### src/rtl/spi_eng_pkg.sv
package spi_eng_pkg;

  localparam int unsigned REG_AW = 2;
  localparam int unsigned REG_DW = 8;

  localparam logic [REG_AW-1:0] A_DATA = 2'd0;
  localparam logic [REG_AW-1:0] A_CTRL = 2'd1;
  localparam logic [REG_AW-1:0] A_STAT = 2'd2;

  // control register bit positions
  localparam int unsigned CTL_CS     = 1;
  localparam int unsigned CTL_FAST   = 2;
  localparam int unsigned CTL_RDTRIG = 6;

  // status register bit positions
  localparam int unsigned ST_BUSY   = 0;
  localparam int unsigned ST_NOCARD = 3;
  localparam int unsigned ST_WPROT  = 4;

  localparam logic [REG_DW-1:0] IDLE_TX = 8'hFF;

  typedef struct packed {
    logic rd_trig;
    logic fast;
    logic cs_n;
  } ctrl_t;

  localparam ctrl_t CTRL_RST = '{rd_trig: 1'b0, fast: 1'b0, cs_n: 1'b1};

  // system clocks per half period of the serial clock, never below one
  function automatic int unsigned half_cycles(int unsigned clk_hz, int unsigned sck_hz);
    int unsigned r;
    r = clk_hz / (2 * sck_hz);
    return (r == 0) ? 1 : r;
  endfunction

endpackage

### src/rtl/spi_eng_sync.sv
module spi_eng_sync #(
  parameter int unsigned W = 2,
  parameter logic [W-1:0] RST_VAL = '1
) (
  input  logic         clk,
  input  logic         rst_n,
  input  logic [W-1:0] d,
  output logic [W-1:0] q
);

  for (genvar i = 0; i < W; i++) begin : g_bit
    logic meta_q;
    logic stab_q;
    always_ff @(posedge clk or negedge rst_n) begin
      if (!rst_n) begin
        meta_q <= RST_VAL[i];
        stab_q <= RST_VAL[i];
      end else begin
        meta_q <= d[i];
        stab_q <= meta_q;
      end
    end
    assign q[i] = stab_q;
  end

endmodule

### src/rtl/spi_eng_clkdiv.sv
module spi_eng_clkdiv #(
  parameter int unsigned HALF_FAST = 2,
  parameter int unsigned HALF_SLOW = 64
) (
  input  logic clk,
  input  logic rst_n,
  input  logic run,
  input  logic fast,
  output logic tick
);

  localparam int unsigned HMAX = (HALF_SLOW > HALF_FAST) ? HALF_SLOW : HALF_FAST;
  localparam int unsigned CW   = (HMAX < 2) ? 1 : $clog2(HMAX);

  logic [CW-1:0] cnt_q;
  logic [CW-1:0] limit;

  assign limit = fast ? CW'(HALF_FAST - 1) : CW'(HALF_SLOW - 1);
  assign tick  = run && (cnt_q >= limit);

  always_ff @(posedge clk or negedge rst_n) begin
    if (!rst_n) begin
      cnt_q <= '0;
    end else if (!run || tick) begin
      cnt_q <= '0;
    end else begin
      cnt_q <= cnt_q + 1'b1;
    end
  end

endmodule

### src/rtl/spi_eng_shifter.sv
module spi_eng_shifter #(
  parameter int unsigned W = 8
) (
  input  logic         clk,
  input  logic         rst_n,
  input  logic         start,
  input  logic [W-1:0] tx,
  input  logic         tick,
  input  logic         miso,
  output logic         busy,
  output logic         sck,
  output logic         mosi,
  output logic         done,
  output logic [W-1:0] rx_word
);

  localparam int unsigned IW = (W < 2) ? 1 : $clog2(W);
  localparam logic [IW-1:0] LAST = IW'(W - 1);

  logic [W-1:0]  sh_q;
  logic [IW-1:0] idx_q;
  logic          smp_q;
  logic          busy_q;
  logic          sck_q;

  assign rx_word = {sh_q[W-2:0], smp_q};
  assign done    = busy_q && tick && sck_q && (idx_q == LAST);
  assign busy    = busy_q;
  assign sck     = sck_q;
  assign mosi    = busy_q ? sh_q[W-1] : 1'b1;

  always_ff @(posedge clk or negedge rst_n) begin
    if (!rst_n) begin
      sh_q   <= '1;
      idx_q  <= '0;
      smp_q  <= 1'b0;
      busy_q <= 1'b0;
      sck_q  <= 1'b0;
    end else if (!busy_q) begin
      if (start) begin
        busy_q <= 1'b1;
        sh_q   <= tx;
        idx_q  <= '0;
        sck_q  <= 1'b0;
      end
    end else if (tick) begin
      if (!sck_q) begin
        sck_q <= 1'b1;
        smp_q <= miso;
      end else begin
        sck_q <= 1'b0;
        sh_q  <= rx_word;
        if (idx_q == LAST) begin
          busy_q <= 1'b0;
        end else begin
          idx_q <= idx_q + 1'b1;
        end
      end
    end
  end

endmodule

### src/rtl/spi_eng_top.sv
module spi_eng_top
  import spi_eng_pkg::*;
#(
  parameter int unsigned CLK_HZ  = 32_000_000,
  parameter int unsigned FAST_HZ = 8_000_000,
  parameter int unsigned SLOW_HZ = 250_000
) (
  input  logic        clk,
  input  logic        rst_n,
  input  logic [1:0]  bus_addr,
  input  logic [7:0]  bus_wdata,
  input  logic        bus_wr,
  input  logic        bus_rd,
  output logic [7:0]  bus_rdata,
  output logic        spi_sck,
  output logic        spi_mosi,
  input  logic        spi_miso,
  output logic        spi_cs_n,
  output logic        led_act_n,
  input  logic        card_absent,
  input  logic        card_locked
);

  localparam int unsigned HALF_FAST = half_cycles(CLK_HZ, FAST_HZ);
  localparam int unsigned HALF_SLOW = half_cycles(CLK_HZ, SLOW_HZ);

  ctrl_t             ctrl_q;
  logic [REG_DW-1:0] data_q;
  logic [REG_DW-1:0] rx_word;
  logic [REG_DW-1:0] tx_byte;
  logic [1:0]        stat_sync;
  logic              busy_w;
  logic              tick_w;
  logic              done_w;
  logic              trig_wr;
  logic              trig_rd;
  logic              start_w;

  assign trig_wr = bus_wr && (bus_addr == A_DATA) && !ctrl_q.rd_trig;
  assign trig_rd = bus_rd && (bus_addr == A_DATA) &&  ctrl_q.rd_trig;
  assign start_w = (trig_wr || trig_rd) && !busy_w;
  assign tx_byte = trig_rd ? IDLE_TX : bus_wdata;

  always_ff @(posedge clk or negedge rst_n) begin
    if (!rst_n) begin
      ctrl_q <= CTRL_RST;
    end else if (bus_wr && (bus_addr == A_CTRL)) begin
      ctrl_q.cs_n    <= bus_wdata[CTL_CS];
      ctrl_q.fast    <= bus_wdata[CTL_FAST];
      ctrl_q.rd_trig <= bus_wdata[CTL_RDTRIG];
    end
  end

  always_ff @(posedge clk or negedge rst_n) begin
    if (!rst_n) begin
      data_q <= '0;
    end else if (done_w) begin
      data_q <= rx_word;
    end else if (start_w && trig_wr) begin
      data_q <= bus_wdata;
    end
  end

  spi_eng_clkdiv #(
    .HALF_FAST(HALF_FAST),
    .HALF_SLOW(HALF_SLOW)
  ) u_div (
    .clk  (clk),
    .rst_n(rst_n),
    .run  (busy_w),
    .fast (ctrl_q.fast),
    .tick (tick_w)
  );

  spi_eng_shifter #(
    .W(REG_DW)
  ) u_shift (
    .clk    (clk),
    .rst_n  (rst_n),
    .start  (start_w),
    .tx     (tx_byte),
    .tick   (tick_w),
    .miso   (spi_miso),
    .busy   (busy_w),
    .sck    (spi_sck),
    .mosi   (spi_mosi),
    .done   (done_w),
    .rx_word(rx_word)
  );

  spi_eng_sync #(
    .W      (2),
    .RST_VAL(2'b11)
  ) u_sync (
    .clk  (clk),
    .rst_n(rst_n),
    .d    ({card_locked, card_absent}),
    .q    (stat_sync)
  );

  always_comb begin
    bus_rdata = '0;
    unique case (bus_addr)
      A_DATA: bus_rdata = data_q;
      A_CTRL: begin
        bus_rdata[CTL_CS]     = ctrl_q.cs_n;
        bus_rdata[CTL_FAST]   = ctrl_q.fast;
        bus_rdata[CTL_RDTRIG] = ctrl_q.rd_trig;
      end
      A_STAT: begin
        bus_rdata[ST_BUSY]   = busy_w;
        bus_rdata[ST_NOCARD] = stat_sync[0];
        bus_rdata[ST_WPROT]  = stat_sync[1];
      end
      default: bus_rdata = '0;
    endcase
  end

  assign spi_cs_n  = ctrl_q.cs_n;
  assign led_act_n = ctrl_q.cs_n;

endmodule

### config.mk
export PLATFORM = sky130hd
export DESIGN_NAME = spi_eng_top
export DESIGN_NICKNAME = d
export VERILOG_FILES = /design/src/rtl/spi_eng_pkg.sv /design/src/rtl/spi_eng_sync.sv /design/src/rtl/spi_eng_clkdiv.sv /design/src/rtl/spi_eng_shifter.sv /design/src/rtl/spi_eng_top.sv
export SDC_FILE = /design/constraint.sdc
export NUM_CORES = 1
export LEC_CHECK = 0
export ABC_AREA = 1
export BUFFER_PORTS_ARGS = -buffer_cell sky130_fd_sc_hd__buf_2
export CAP_MARGIN = 20
export CORE_ASPECT_RATIO = 0.9
export CORE_UTILIZATION = 55
export CTS_CLUSTER_SIZE = 16
export DETAILED_ROUTE_END_ITERATION = 16
export PLACE_DENSITY = 0.85
export SETUP_SLACK_MARGIN = 0.05
export SLEW_MARGIN = 10
export SYNTH_ARGS = -nofsm -noshare
export SYNTH_HDL_FRONTEND = slang
export SYNTH_HIERARCHICAL = 1
export SYNTH_SLANG_ARGS = --single-unit
### constraint.sdc
create_clock -name clk -period 3.2 [get_ports clk]
set_clock_uncertainty 0.1 [all_clocks]
set_input_delay 0.8 -clock clk [delete_from_list [all_inputs] [get_ports clk]]
set_output_delay 0.8 -clock clk [all_outputs]
set_load 0.02 [all_outputs]
# Word-level counts from Yosys, hierarchy flattened
# Cells that the tools add are included.
[op_classes] addsub=2 order_cmp=1 n_eq_ne=6 n_mux=30 n_bitwise=1 reduce_logical=22
[op_table] op="$mux 8" n=7
[op_table] op="$mux 3" n=5
[op_table] op="$mux 1" n=12
[op_table] op="$mux 6" n=2
[op_table] op="$logic_and 1x1->1" n=11
[op_table] op="$pmux 2 s2" n=2
[op_table] op="$add 6x1->6 const B" n=1
[op_table] op="$ge 6x6->1" n=1
[op_table] op="$ne 2x2->1 const B" n=3
[op_table] op="$reduce_and 3->1" n=2
[op_table] op="$pmux 1 s2" n=2
[op_table] op="$reduce_and 4->1" n=1
[op_table] op="$reduce_bool 2->1" n=2
[op_table] op="$add 3x1->3 const B" n=1
[op_table] op="$eq 3x3->1 const B" n=1
[op_table] op="$eq 2x1->1 const B" n=1
[op_table] op="$eq 2x2->1 const B" n=1
[op_table] op="$logic_not 1->1" n=2
[op_table] op="$logic_not 2->1" n=1
[op_table] op="$logic_or 1x1->1" n=2
[op_table] op="$reduce_and 2->1" n=1
[op_table] op="$not 1->1" n=1
[totals] register_bits=35 output_inout_bits=12 word_cells=76

# Longest topological paths before layout
[logic_depth] ltp_word=8 ltp_mapped=13 ltp_nobuf=11

# Modules after synthesis
# The synthesis kept the hierarchy.
[modules_own_cells] mod="spi_eng_shifter" instances=1 cells_each=108 area_per_inst_um2=872.1
[modules_own_cells] mod="spi_eng_top" instances=1 cells_each=109 area_per_inst_um2=718.2
[modules_own_cells] mod="spi_eng_clkdiv" instances=1 cells_each=50 area_per_inst_um2=439.2
[modules_own_cells] mod="spi_eng_sync" instances=1 cells_each=6 area_per_inst_um2=120.1

# Worst setup path after synthesis
# Ideal clock, no wire load.
[synth_timing] path_type="reg2reg" startpoint="register, netlist name ctrl_q[1]" endpoint="register data_q[0]" setup_ps=118 arrival_ps=2148 path_slack_ps=834 stages_incl_launch_ff=13 path_buffers=2 synth_period_minus_slack_ps=2366 path_cell_list="dfrtp_1 > ha_1 > nand2_2 > nor2_2 > nand2_2 > a31oi_2 > nand2_4 > nor3b_2 > buf_2 > clkbuf_1 > o21ai_0 > nand2_1 > nand2_1"
[synth_between] elab_chain_cells=7
[synth_rtl] element="$mux 6 *" line="spi_eng_clkdiv.sv:18" text="assign limit = fast ? CW'(HALF_FAST - 1) : CW'(HALF_SLOW - 1);"
[synth_rtl] element="$ge 6x6->1 *" line="spi_eng_clkdiv.sv:19" text="assign tick = run && (cnt_q >= limit);"
[synth_rtl] element="$logic_and 1x1->1 *" line="spi_eng_clkdiv.sv:19"
[synth_rtl] element="net tick_w" line="spi_eng_top.sv:33" text="logic tick_w;"
[synth_rtl] element="$logic_and 1x1->1 * (3 in series)" line="spi_eng_shifter.sv:27" text="assign done = busy_q && tick && sck_q && (idx_q == LAST);"
[synth_rtl] element="net done_w" line="spi_eng_top.sv:34" text="logic done_w;"
[synth_rtl] element="$mux 8 / $reduce_bool 2->1 (equally long branches)"
[synth_rtl] element="end signal, assigned" line="spi_eng_top.sv:58" text="data_q <= rx_word;"
[synth_rtl] element="end signal, assigned" line="spi_eng_top.sv:60" text="data_q <= bus_wdata;"
[synth_rtl] element="end, declared" line="spi_eng_top.sv:28" text="logic [REG_DW-1:0] data_q;"
# The timed path passes the listed nets; every way through them passes the cells marked *.
# A chain may end at the register's enable or synchronous reset.

# Worst setup path after layout
[layout_timing] startpoint="register, netlist name ctrl_q[1]" endpoint="register data_q[6]"
[layout_between] elab_chain_cells=7
[layout_rtl] element="$mux 6 *" line="spi_eng_clkdiv.sv:18"
[layout_rtl] element="$ge 6x6->1 *" line="spi_eng_clkdiv.sv:19"
[layout_rtl] element="$logic_and 1x1->1 *" line="spi_eng_clkdiv.sv:19"
[layout_rtl] element="net tick_w" line="spi_eng_top.sv:33"
[layout_rtl] element="$logic_and 1x1->1 * (3 in series)" line="spi_eng_shifter.sv:27"
[layout_rtl] element="net done_w" line="spi_eng_top.sv:34"
[layout_rtl] element="$mux 8 / $reduce_bool 2->1 (equally long branches)"
# Marked as above.

==> reports/qor.log <==
[timing] Worst-Margin Slew 0.759 ns
[grt] GRT overflow 0
[status] outcome finished clean
[critical_path] Worst Path Class, Setup register to register
[place] gpl congestion 0.837
[timing] final total negative setup slack 0 ns
[critical_path] WP data arrival 2.67 ns
[logic_synthesis] synth cell count leaders 107 x nand2_1, 27 x nand3_1, 24 x inv_1, 22 x dfrtp_1, 13 x dfstp_2
[logic_synthesis] Post-Syn Instances 273
[drt] aggregate routed wire length 3960 um
[floorplanning] Core Footprint 3730 um2
[power_and_ir_drop] switch share 0.392
[clocking] buffer type at the clock tree root clkbuf_8
[timing] least setup slack across all paths after layout 0.656 ns
[critical_path] worst path bufs/invs 2
[power_and_ir_drop] internal power consumption 1000 uW
[cells_and_area] core utilization of the finished layout 0.620
[floorplanning] initial core utilization 0.576
[clocking] Sink Count 35
[critical_path] Worst Setup Start Kind register
[drt] 1st-pass router iterations 4
[floorplanning] number of top-level pins 29
[timing] count of endpoints failing hold in the final timing report 0
[timing] Max Fclk 393 MHz
[power_and_ir_drop] leakage power total 1.27 nW
[floorplanning] floorplan row count 21
[timing] unrepaired setup endpoints after global routing no
[clocking] Clock Tree Buf Depth 2
[clocking] worst-skew pair later-pin latency 0.29 ns
[logic_synthesis] nets in the synthesized netlist 298
[clocking] number of gates resized after cts 0
[critical_path] highest-delay cell along the critical path dfrtp_1
[timing] post-layout min period 2.54 ns
[cells_and_area] Layout area overhead 7.68%
[critical_path] endpoint class of the critical path register
[cells_and_area] post-route cell area 2310 um2
[grt] largest net degree at the start of global routing 36
[timing] endpoints failing setup 0
[logic_synthesis] number of warnings issued by yosys 6
[hold_path] Tightest Hold Check Type register to register
[cells_and_area] fill cell count 318
[logic_synthesis] number of distinct library cell variants in the gate-level netlist after synthesis 32
[floorplanning] overall die area 4160 um2
[timing] part of the cycle the worst path needs 0.795
[logic_synthesis] cell area after synthesis 2150 um2
[clocking] hold-fix buffers at CTS 0
[logic_synthesis] sequential share of the synthesized area 0.415
[clocking] clock tree from TritonCTS done
[job] max capacitance violation total 0
[place] Port Buf Inserts 28
[timing] number of max-slew violations in the final report 0
[logic_synthesis] fraction of registers with async set or reset after synthesis 1.00
[clocking] level count of the clock H-tree 2
[cells_and_area] ratio of cells with drive above 1 in the final layout 0.255
[cells_and_area] count of inserted antenna diode cells 0
[place] Detailed Place HPWL 3000 um
[critical_path] Crit path max-delay family simple AND/OR/NAND/NOR gates
[floorplanning] die height 61.3 um
[cells_and_area] layout net count 318
[logic_synthesis] top_reg_cell synth dfrtp_1
[logic_synthesis] top post-synthesis cells by area dfrtp_1 26%, nand2_1 19%, dfstp_2 16%
[drt] post-route DRC violation count 0
[critical_path] CP Max Fanout 9
[power_and_ir_drop] PD cells 711 nW/um2
[grt] wire length of the first global-routing pass 6750 um
[clocking] number of buffers inserted during clock tree synthesis 5
[power_and_ir_drop] PnR Total Power 1.65 mW
[timing] worst relative slew slack 0.494
[power_and_ir_drop] Switch Pwr 645 uW
[floorplanning] die span in x 67.9 um
[grt] overall track demand over capacity in global routing 0.224
[logic_synthesis] cell type with the largest total area after synthesis dfrtp_1
[cells_and_area] multi-input logic area 1020 um2
[power_and_ir_drop] maximum resistive drop on vdd 267 uV
[grt] via count of the first global-routing pass 1637
[drt] routed via count divided by cell count 5.16
[clocking] clock slew seen by the registers of the worst setup and hold paths 0.07 ns
[power_and_ir_drop] share of total power in sequential cells 0.465
[drt] Detail Route Antenna Nets 0
[power_and_ir_drop] Clock Power Share 0.188
[power_and_ir_drop] relative contribution of combinational cells to total power 0.347
[logic_synthesis] mean post-synth cell area 7.87 um2
[critical_path] data required time of the worst path 3.32 ns
[grt] antenna violations before repair 0
[critical_path] Worst path max stage delay 0.48 ns
[clocking] post-CTS setup repair buffer count 0
[logic_synthesis] post-synthesis register bit count 35
[critical_path] cell-by-cell listing of the critical path ha_1, nand2_2, inv_1, nand2_2, a31oi_2, nand2_4, nor3b_2, clkinv_1, nand2_4, nand2_1, nand2_1
[place] Post-Place Cell Area 2230 um2
[logic_synthesis] top-area cell type share of the netlist area 0.256
[logic_synthesis] count of flip-flops with a built-in enable after synthesis 0
[drt] DRC violation total after the first TritonRoute iteration 111
[cells_and_area] sequential cell area in the final layout 892 um2
[place] worst slack at placement 0.693 ns
[drt] Wirelength per Cell 11.6 um
[logic_synthesis] dominant cell by count in the synthesized netlist nand2_1
[drt] number of vias in the routed layout 1753
==> final timing paths <==
kind / start / endpoint / slack, ns / cells after the start
max: ctrl_q[1] / data_q[6] / 0.66 / 11
min: u_sync/g_bit[0].meta_q / u_sync/g_bit[0].stab_q / 0.26 / 0
max reg2reg: ctrl_q[1] / data_q[6] / 0.66 / 11
min reg2reg: u_sync/g_bit[0].meta_q / u_sync/g_bit[0].stab_q / 0.26 / 0
max in group asynchronous: rst_n / data_q[4] / 2.03 / 1
min in group asynchronous: rst_n / u_shift/idx_q[0] / 0.48 / 1
==> power by group through the flow <==
stage / Combinational (mW) / Sequential (mW) / Clock (mW)
finish: 0.572 / 0.765 / 0.309
global route: 0.663 / 0.793 / 0.338
CTS: 0.577 / 0.764 / 0.320
detailed placement: 0.573 / 0.772 / 0
global placement: 0.549 / 0.768 / 0
floorplan: 0.521 / 0.738 / 0
==> kinds of logic (layout without fill, tap and decap cells) <==
kind of cell,count (synthesis),in the layout,synth area share
adders and majority gates,8,8,0.0466
AOI/OAI and AO/OA,17,17,0.0553
DFF,35,35,0.415
xor gates and xnor gates,3,3,0.0122
and+or+nand+nor,165,165,0.359
buffers and inverters,45,66,0.112
==> registers in the layout, summed over array words and instances, names as in the netlist <==
register,flops
data_q,8
u_shift/busy,1
led_act_n,1
u_shift/idx_q,3
u_shift/sh_q,8
u_div/cnt_q,6
u_sync/g_bit.stab_q,2
u_sync/g_bit.meta_q,2
u_shift/sck,1
ctrl_q,2
u_shift/smp_q,1
==> per-layer routing <==
layer / vias up / GRT usage / routed length [um]
li1: 882 / - / -
met1: 806 / 0.253 / 1700
met2: 58 / 0.399 / 1950
met3: 7 / 0.0593 / 235
met4: 0 / 0.0982 / 75
met5: - / 0 / 0
==> stage by stage <==
| step | instances | hold slack [ns] |
|---|---|---|
| finish | 340 | 0.256 |
| global route | 340 | 0.265 |
| CTS | 340 | 0.257 |
| detailed placement | 332 | 0.247 |
| global placement | 332 | 0.246 |
| floorplan | 273 | 0.245 |
==> placed cells by master, fill, tap and decap left out, types with 2 or more instances in the layout <==
cell type    n
inv_1       24
o21ai_0     11
nand3_1     27
buf_2       28
nor2_1      11
nand2_4      4
xnor2_1      2
ha_1         8
nor2_2       2
inv_2        2
nand3_2      3
buf_4        2
nand2_1    107
dfstp_2     13
clkbuf_8     5
o21ai_1      2
dfrtp_1     22
nand2_2      5
==> cell type report <==
class,instances,area share
multi-input cells,193,0.439
flip-flops and latches,35,0.385
repair buffers,30,0.0670
inverters,28,0.0465
clock buffers,6,0.0314
well taps,46,0.0249
clock inverters,2,0.00541
No activity file was read; power rests on OpenSTA's default activity.
